## config.mk

```make
export PLATFORM = sky130hd
export DESIGN_NAME = mframe_framer
export DESIGN_NICKNAME = d
export VERILOG_FILES = /design/src/rtl/mframe_pkg.sv /design/src/rtl/mframe_slot_ctr.sv /design/src/rtl/mframe_ctl_gen.sv /design/src/rtl/mframe_out_stage.sv /design/src/rtl/mframe_framer.sv
export SDC_FILE = /design/constraint.sdc
export NUM_CORES = 1
export LEC_CHECK = 0
export BUFFER_PORTS_ARGS = -buffer_cell sky130_fd_sc_hd__buf_2
export CORE_UTILIZATION = 30
export DETAILED_ROUTE_END_ITERATION = 12
export HOLD_SLACK_MARGIN = 0.06
export PLACE_DENSITY = 0.65
export RECOVER_POWER = 25
export SLEW_MARGIN = 15
export SYNTH_ARGS = -nofsm -noshare
export SYNTH_HDL_FRONTEND = slang
export SYNTH_SLANG_ARGS = --single-unit
```

## constraint.sdc

```tcl
create_clock -name clk -period 2.1 [get_ports clk]
set_input_delay 0.105 -clock clk [delete_from_list [all_inputs] [get_ports clk]]
set_output_delay 0.105 -clock clk [all_outputs]
set_load 0.01 [all_outputs]
```

## src/rtl/mframe_pkg.sv

```systemverilog
`timescale 1ns/1ps
package mframe_pkg;
  localparam int DATA_W = 64;
  localparam int HDR_W  = 2;
  localparam int WORD_W = DATA_W + HDR_W + 1;
  localparam int TYPE_W = 6;
  localparam int STAT_W = 2;
  localparam int STAT_LSB = 32;

  typedef enum logic [2:0] {
    SLOT_SYNC, SLOT_SCRST, SLOT_SKIP, SLOT_DATA, SLOT_DIAG
  } slot_e;

  localparam logic [HDR_W-1:0]  HDR_CTRL   = 2'b10;
  localparam logic [HDR_W-1:0]  HDR_DATA   = 2'b01;
  localparam logic [TYPE_W-1:0] TYPE_SYNC  = 6'h1E;
  localparam logic [TYPE_W-1:0] TYPE_SCRST = 6'h0A;
  localparam logic [TYPE_W-1:0] TYPE_SKIP  = 6'h07;
  localparam logic [TYPE_W-1:0] TYPE_DIAG  = 6'h19;

  function automatic logic [WORD_W-1:0] pack_word(input logic [HDR_W-1:0] hdr,
                                                   input logic [DATA_W-1:0] d);
    return {1'b0, hdr, d};
  endfunction
endpackage

```

## src/rtl/mframe_slot_ctr.sv

```systemverilog
`timescale 1ns/1ps
module mframe_slot_ctr
  import mframe_pkg::*;
#(
  parameter int FRAME_LEN = 8
) (
  input  logic  clk,
  input  logic  rst_n,
  input  logic  advance,
  output slot_e slot
);
  localparam int CW = $clog2(FRAME_LEN);
  localparam logic [CW-1:0] LAST = CW'(FRAME_LEN - 1);

  logic [CW-1:0] pos_q;

  always_ff @(posedge clk or negedge rst_n) begin
    if (!rst_n)       pos_q <= '0;
    else if (advance) pos_q <= (pos_q == LAST) ? '0 : pos_q + 1'b1;
  end

  always_comb begin
    if (pos_q == CW'(0))      slot = SLOT_SYNC;
    else if (pos_q == CW'(1)) slot = SLOT_SCRST;
    else if (pos_q == CW'(2)) slot = SLOT_SKIP;
    else if (pos_q == LAST)   slot = SLOT_DIAG;
    else                      slot = SLOT_DATA;
  end

  AST_WRAP_TO_SYNC: assert property (@(posedge clk) disable iff (!rst_n)
    advance && slot == SLOT_DIAG |=> slot == SLOT_SYNC);
  AST_POS_IN_RANGE: assert property (@(posedge clk) disable iff (!rst_n)
    pos_q <= LAST);
endmodule

```

## src/rtl/mframe_ctl_gen.sv

```systemverilog
`timescale 1ns/1ps
module mframe_ctl_gen
  import mframe_pkg::*;
(
  input  slot_e              slot,
  input  logic [STAT_W-1:0]  diag_status,
  output logic [DATA_W-1:0]  ctl_data
);
  always_comb begin
    ctl_data = '0;
    case (slot)
      SLOT_SYNC:  ctl_data[DATA_W-1 -: TYPE_W] = TYPE_SYNC;
      SLOT_SCRST: ctl_data[DATA_W-1 -: TYPE_W] = TYPE_SCRST;
      SLOT_SKIP:  ctl_data[DATA_W-1 -: TYPE_W] = TYPE_SKIP;
      SLOT_DIAG: begin
        ctl_data[DATA_W-1 -: TYPE_W]     = TYPE_DIAG;
        ctl_data[STAT_LSB +: STAT_W]     = diag_status;
      end
      default:    ctl_data = '0;
    endcase
  end
endmodule

```

## src/rtl/mframe_out_stage.sv

```systemverilog
`timescale 1ns/1ps
module mframe_out_stage
  import mframe_pkg::*;
(
  input  logic              clk,
  input  logic              rst_n,
  input  logic              load,
  input  logic [WORD_W-1:0] load_word,
  input  logic              load_sof,
  input  logic              out_ready,
  output logic              out_valid,
  output logic [WORD_W-1:0] out_word,
  output logic              out_sof,
  output logic              can_load
);
  assign can_load = !out_valid || out_ready;

  always_ff @(posedge clk or negedge rst_n) begin
    if (!rst_n) begin
      out_valid <= 1'b0;
      out_word  <= '0;
      out_sof   <= 1'b0;
    end else if (load) begin
      out_valid <= 1'b1;
      out_word  <= load_word;
      out_sof   <= load_sof;
    end else if (out_ready) begin
      out_valid <= 1'b0;
      out_sof   <= 1'b0;
    end
  end

  AST_STALL_HOLD: assert property (@(posedge clk) disable iff (!rst_n)
    out_valid && !out_ready |=> out_valid && $stable(out_word));
  AST_INV_ZERO: assert property (@(posedge clk) disable iff (!rst_n)
    out_valid |-> !out_word[WORD_W-1]);
endmodule

```

## src/rtl/mframe_framer.sv

```systemverilog
`timescale 1ns/1ps
module mframe_framer
  import mframe_pkg::*;
#(
  parameter int FRAME_LEN = 8
) (
  input  logic              clk,
  input  logic              rst_n,
  input  logic              in_valid,
  output logic              in_ready,
  input  logic [DATA_W-1:0] in_data,
  input  logic              in_ctl,
  input  logic [STAT_W-1:0] diag_status,
  output logic              out_valid,
  input  logic              out_ready,
  output logic [WORD_W-1:0] out_word,
  output logic              out_sof
);
  slot_e             slot;
  logic [DATA_W-1:0] ctl_data;
  logic              is_ctrl;
  logic              can_load;
  logic              load;
  logic [WORD_W-1:0] load_word;

  mframe_slot_ctr #(.FRAME_LEN(FRAME_LEN)) u_slot (
    .clk(clk), .rst_n(rst_n), .advance(load), .slot(slot)
  );

  mframe_ctl_gen u_ctl (
    .slot(slot), .diag_status(diag_status), .ctl_data(ctl_data)
  );

  assign is_ctrl   = (slot != SLOT_DATA);
  assign in_ready  = !is_ctrl && can_load;
  assign load      = can_load && (is_ctrl || in_valid);
  assign load_word = is_ctrl ? pack_word(HDR_CTRL, ctl_data)
                             : pack_word(in_ctl ? HDR_CTRL : HDR_DATA, in_data);

  mframe_out_stage u_out (
    .clk(clk), .rst_n(rst_n), .load(load), .load_word(load_word),
    .load_sof(slot == SLOT_SYNC), .out_ready(out_ready),
    .out_valid(out_valid), .out_word(out_word), .out_sof(out_sof),
    .can_load(can_load)
  );

  AST_PAYLOAD_PASS: assert property (@(posedge clk) disable iff (!rst_n)
    in_valid && in_ready |=> out_valid && out_word[DATA_W-1:0] == $past(in_data)
      && out_word[DATA_W +: HDR_W] == ($past(in_ctl) ? HDR_CTRL : HDR_DATA));
  AST_SOF_IS_SYNC: assert property (@(posedge clk) disable iff (!rst_n)
    out_valid && out_sof |-> out_word[DATA_W +: HDR_W] == HDR_CTRL
      && out_word[DATA_W-1 -: TYPE_W] == TYPE_SYNC);
  AST_SCRST_FOLLOWS: assert property (@(posedge clk) disable iff (!rst_n)
    out_valid && out_ready && out_sof |=> out_valid
      && out_word[DATA_W-1 -: TYPE_W] == TYPE_SCRST);
endmodule

```

==> results_dict.tcl, run 1 <==
set metrics [dict create \
    synth_commonest_cells "71 x dfrtp_1, 57 x a22o_1, 7 x buf_4" \
    fp.dieArea_sq_mm 0.00987 \
    cts_root_buffer "clkbuf_8" \
    stdcell_area_sq_mm 0.00449 \
    final_cell_count_no_fill 527 \
    yosysMostFrequentCell "dfrtp_1" \
    cts_tree "built" \
    ant_nets 0 \
    syn-instance-count 204 \
    die_width_um 99.3 \
    arrival_ns 2.19 \
    path_clk_slew_ns 0.07 \
    coreArea_sq_mm 0.00920 \
    grt_overflow_total 0 \
    yosys_warnings 0 \
    max_freq_mhz 509 \
    end_kind "register" \
    layout-drive-gt1-share_pct 36.3 \
    cts_max_level 3 \
    drc 0 \
    synth_ff_type "dfrtp_1" \
    p_leak_nw 2.26 \
    status "completed" \
    clockBufferDepth 2 \
    holdWs_ns 0.103 \
    grt_setup_unrepaired "no" \
    dp_hpwl_um 4870 \
    vdd_drop_max_mv 0.657 \
    path_class "register to register" \
    synth-seq-area-share_pct 62.5 \
    synth_edf_count 0 \
    synth_top_cell_area_share_pct 62.5 \
    hp-class "primary input to register" \
    grt_max_degree 37 \
    start_util_pct 30.9 \
    start_kind "register" \
    diodes 0 \
    dr.pass1.iters 4 \
    synthTopCellsByArea "dfrtp_1 63%, a22o_1 18%, mux2_4 2.6%" \
    finalCritPeriodShare_pct 93.5 \
    power.density_mw_per_mm2 1400 \
    syn_avg_cell_area_sq_um 13.9 \
    synth.net_count 280 \
    grt_pass1_vias 2573 \
    setup_viol 0 \
    slew_violations 0 \
    routed_wl_um 7890 \
    slew_headroom_pct 13.0 \
    max_cap_viol_count 0 \
    yosysUniqueCellTypes 33 \
    routed_via_density 4.82 \
    first_iter_violations 66 \
    syn_area_sq_mm 0.00284 \
    clk_latency_ns 0.34 \
    async_flop_share_pct 100 \
    post-place-cells 449 \
    clock_sinks 71 \
    grt_usage_pct 16.4 \
    rows 35 \
    gp_congestion 0.809 \
    nets 487 \
    worstPathRequired_ns 2.33 \
    wl_per_cell_um 15.0 \
    fp.dieH_um 99.3 \
    cts_buffers 9 \
    synth.largest_area_cell "dfrtp_1" \
    num_vias 2540 \
    ys_seq_elements 71 \
    setup_tns_ns 0 \
    port_buffers 139 \
    fin_skew_ns 0.00945 \
    grt_pass1_wl_um 12400 \
    postCtsSetupRepairBufs 0 \
    worstPathMaxFanout 7 \
    hold_viol 0 \
    grt_antenna_before_repair 0 \
    placed_area_sq_mm 0.00370 \
    syn2layout_area_growth_pct 58.0 \
    io_pins 141 \
    tightestPinTransition_ns 1.31 \
    fin_crit_ns 1.96 \
]
-- per-layer routing --
layer | vias up | track usage [%] | part of all wire, % | wire (um)
met1 | 1241 | 19.7 | 43 | 3410
met3 | 14 | 3.87 | 5.4 | 427
met4 | 0 | 7.58 | 1.8 | 138
li1 | 1188 | - | - | -
met5 | - | 0 | 0 | 0
met2 | 97 | 27.7 | 50 | 3910
-- logic make-up after synthesis --
| kind of cell | count (synthesis) | share of synthesized area (%) |
|---|---|---|
| other | 1 | 0.132 |
| flip-flops | 71 | 62.5 |
| buffers and inverters | 21 | 4.49 |
| adder cells (fa/ha/maj) | 5 | 2.20 |
| AO/OA/AOI/OAI | 82 | 23.9 |
| AND/OR/NAND/NOR | 18 | 3.79 |
| multiplexers | 6 | 3.04 |
-- critical path: stages, from the launching register on --
cell	delay, ns
dfrtp_1	0.42
ha_2	0.24
ha_1	0.21
inv_1	0.12
o21a_2	0.18
a21oi_2	0.17
buf_4	0.17
mux2_2	0.33
-- cell usage in the layout, fill, tap and decap left out, types with 2 or more instances in the layout --
master	n
nor2_1	4
nand2_1	3
buf_4	6
clkinv_2	3
buf_2	110
mux2_4	5
a2bb2oi_1	3
nand3_1	2
clkbuf_1	29
nor2b_1	2
buf_12	3
dlygate4sd3_1	62
a22o_1	57
o21ai_0	4
inv_1	6
clkinvlp_4	2
ha_1	3
dfrtp_1	71
nand2b_1	2
a21oi_1	6
ha_2	2
clkbuf_8	10
-- registers in the layout, summed over array words and instances (netlist names) --
register / count
u_out.out_word: 66
u_out.out_sof: 1
u_slot.pos_q: 3
u_out.out_valid: 1
-- through the flow --
stage	utilization (%)	power, mW	worst slack, ns
after CTS	49.1	6.38	0.0631
final	48.8	6.28	0.137
after global routing	48.8	6.73	0.00345
after global placement	40.2	5.10	0.177
after detailed placement	40.2	5.15	0.116
after floorplan	-	4.07	0.280
-- worst paths after layout --
path                                                   to  cells after the start                            from  slack, ns
setup / recovery           u_out.out_word[58]$_DFFE_PN0P_                      7     u_slot.pos_q[0]$_DFFE_PN0P_       0.14
hold / removal             u_out.out_word[64]$_DFFE_PN0P_                      3                        in_valid       0.10
setup reg to reg           u_out.out_word[58]$_DFFE_PN0P_                      7     u_slot.pos_q[0]$_DFFE_PN0P_       0.14
hold reg to reg            u_out.out_word[64]$_DFFE_PN0P_                      1  u_out.out_word[64]$_DFFE_PN0P_       0.49
max in group asynchronous  u_out.out_word[33]$_DFFE_PN0P_                      3                           rst_n       0.49
min in group asynchronous  u_out.out_word[27]$_DFFE_PN0P_                      2                           rst_n       0.57
-- what timing repair did --
action / in CTS / in global routing
hold endpoints to repair: 86 / 0
hold buffers: 62 / 0
resized for setup: 0 / 4
setup endpoints to repair: 0 / 18
-- report_power, final --
| group | internal, mW | switching [mW] | total [mW] |
|---|---|---|---|
| Combinational | 1.38 | 1.47 | 2.85 |
| Sequential | 1.99 | 0.373 | 2.36 |
| Clock | 0.574 | 0.500 | 1.07 |
-- layout make-up --
type	count	area [sq um]
sequential	71	1780
multi-input combinational	112	960
fill	854	4700
tap	111	139
timing repair buffer	211	1400
inverter	6	22.5
clock inverter	6	60.1
clock buffer	10	138
No activity file was read; power rests on OpenSTA's default activity.
==> run 2: changes to the inputs <==
Settings changed: BUFFER_PORTS_ARGS -buffer_cell sky130_fd_sc_hd__buf_2 to not set, DONT_BUFFER_PORTS set to 1, PLACE_DENSITY 0.65 to 0.53, TNS_END_PERCENT set to 30.
==> run 2 against run 1 <==
Net effect: the flow now finishes with violations (max-capacitance violations, max-slew violations); routed wire length is 13% lower; core utilization is 6.2 points lower; die area stayed put; flip-flop and latch count stayed put; via count is 21% lower; clock power is 11% higher; global-route usage is 2.5 points lower; cell area is 13% lower; sequential power is 17% higher; combinational power is 31% lower; worst hold slack worse by 0.0079 ns; register-to-register slack worse by 0.02 ns; critical path type unchanged; critical endpoint is now u_slot.pos_q[1]$_DFFE_PN0P_.
==> results_dict.tcl, run 2 (synthesized netlist as in run 1, its figures left out) <==
set metrics [dict create \
    fin_skew_ns 0.0101 \
    switching_share_pct 37.4 \
    status "complete, but fails checks" \
    hold_viol 0 \
    ant_nets 0 \
    cts_root_buffer "clkbuf_8" \
    syn2layout_area_growth_pct 37.8 \
    end_kind "register" \
    path_clk_slew_ns 0.08 \
    setup_viol 0 \
    slew_headroom_pct -1.56 \
    first_iter_violations 28 \
    fp.dieArea_sq_mm 0.00987 \
    max_freq_mhz 504 \
    worstPathMaxFanout 8 \
    dp_hpwl_um 3980 \
    path_class "register to register" \
    drc 0 \
    dr.pass1.iters 4 \
    routed_via_density 5.09 \
    clkPwrFrac_pct 20.1 \
    violations "max-capacitance violations, max-slew violations" \
    postCtsSetupRepairBufs 0 \
    power.density_mw_per_mm2 1510 \
    hp-class "primary input to register" \
    power_mw 5.92 \
    largest_reg_flops 66 \
    grt_usage_pct 13.8 \
    grt_pass1_vias 2021 \
    diodes 0 \
    grt_overflow_total 0 \
    finalCritPeriodShare_pct 94.4 \
    combPwrFrac_pct 33.4 \
    p_leak_nw 1.79 \
    grt_pass1_wl_um 10300 \
    power_frac_seq_pct 46.5 \
    die_width_um 99.3 \
    wl_per_cell_um 17.4 \
    clk_latency_ns 0.34 \
    port_buffers 0 \
    top_regs "u_out.out_word: 66 flops, u_slot.pos_q: 3 flops" \
    fin_crit_ns 1.98 \
    grt_setup_unrepaired "no" \
    routed_wl_um 6850 \
    cts_tree "built" \
    io_pins 141 \
    layout_commonest_cell "dfrtp_1" \
    start_kind "register" \
    clockBufferDepth 2 \
    num_vias 1999 \
    grt_max_degree 72 \
    rows 35 \
    switchingPower_mw 2.21 \
    cts_max_level 3 \
    cts_buffers 9 \
    slew_violations 72 \
    placed_area_sq_mm 0.00300 \
    layout_common_cells "71 x dfrtp_1, 68 x dlygate4sd3_1, 57 x a22o_1" \
    gp_congestion 0.711 \
    start_util_pct 30.9 \
    internal_power_mw 3.70 \
    nets 353 \
    coreArea_sq_mm 0.00920 \
    layout-drive-gt1-share_pct 13.5 \
    grt_antenna_before_repair 0 \
    largest_register "u_out.out_word" \
    tightestPinTransition_ns 1.52 \
    fp.dieH_um 99.3 \
    clock_sinks 71 \
    max_cap_viol_count 1 \
    worstPathRequired_ns 2.34 \
    setup_tns_ns 0 \
    arrival_ns 2.22 \
    stdcell_area_sq_mm 0.00392 \
    vdd_drop_max_mv 0.663 \
]
run 2: cell count changes in the layout (fill, tap and decap cells not counted), sizes merged:
cell         previous run  this run
bufinv                  1         2
clkbuf                 39         9
dlygate4sd3            62        68
buf                   120         9
run 2: power groups by stage:
stage / Clock [mW] / Combinational [mW] / Sequential, mW
floorplan: 0 / 1.45 / 2.62
global placement: 0 / 1.78 / 2.77
detailed placement: 0 / 1.82 / 2.74
CTS: 1.25 / 1.96 / 2.73
global route: 1.29 / 2.15 / 2.82
finish: 1.19 / 1.97 / 2.75
run 2: through the flow:
step | cells | utilization [%] | hold slack (ns) | worst slack (ns)
after floorplan | 204 | - | -0.191 | 0.280
after global placement | 308 | 32.6 | -0.189 | 0.207
after detailed placement | 308 | 32.6 | -0.189 | 0.175
after CTS | 393 | 42.7 | 0.0771 | 0.117
after global routing | 393 | 42.6 | 0.0995 | 0.000226
final | 393 | 42.6 | 0.0952 | 0.117
run 2: final timing paths:
path / cells past startpoint / endpoint / start / slack (ns)
worst max-delay path: 7 / u_slot.pos_q[1]$_DFFE_PN0P_ / u_slot.pos_q[0]$_DFFE_PN0P_ / 0.12
worst min-delay path: 3 / u_out.out_word[59]$_DFFE_PN0P_ / in_data[59] / 0.1
worst max register to register: 7 / u_slot.pos_q[1]$_DFFE_PN0P_ / u_slot.pos_q[0]$_DFFE_PN0P_ / 0.12
worst min register to register: 1 / u_out.out_word[36]$_DFFE_PN0P_ / u_out.out_word[36]$_DFFE_PN0P_ / 0.57
max in group asynchronous: 2 / u_out.out_valid$_DFFE_PN0P_ / rst_n / 0.49
min in group asynchronous: 2 / u_out.out_word[11]$_DFFE_PN0P_ / rst_n / 0.71
run 2: cell type report:
cell class                 instances  area [sq um]
inverter                           6          22.5
tap                              111           139
clock inverter                     7          97.6
timing repair buffer              77           796
fill                             828          5280
sequential                        71          1780
clock buffer                       9           124
multi-input combinational        112           962
run 2: routing by layer:
layer | GRT usage (%) | share of wire (%) | up-vias
met4 | 6.22 | 1.5 | 0
met2 | 22.8 | 49 | 96
li1 | - | - | 916
met1 | 15.9 | 41 | 978
met5 | 0 | 0 | -
met3 | 5.48 | 8.5 | 9
run 2: worst max-delay path, cell delays in order (launching register included):
cell and delay (ns):
dfrtp_1 0.43, ha_1 0.27, ha_1 0.23, inv_1 0.19
o21a_2 0.19, a21oi_2 0.06, buf_4 0.21, mux2_4 0.30
run 2: what timing repair did:
item | CTS | global route
resized for setup | 0 | 2
endpoints found under the setup margin | 0 | 1
hold buffers | 69 | 0
hold endpoints to repair | 137 | 0
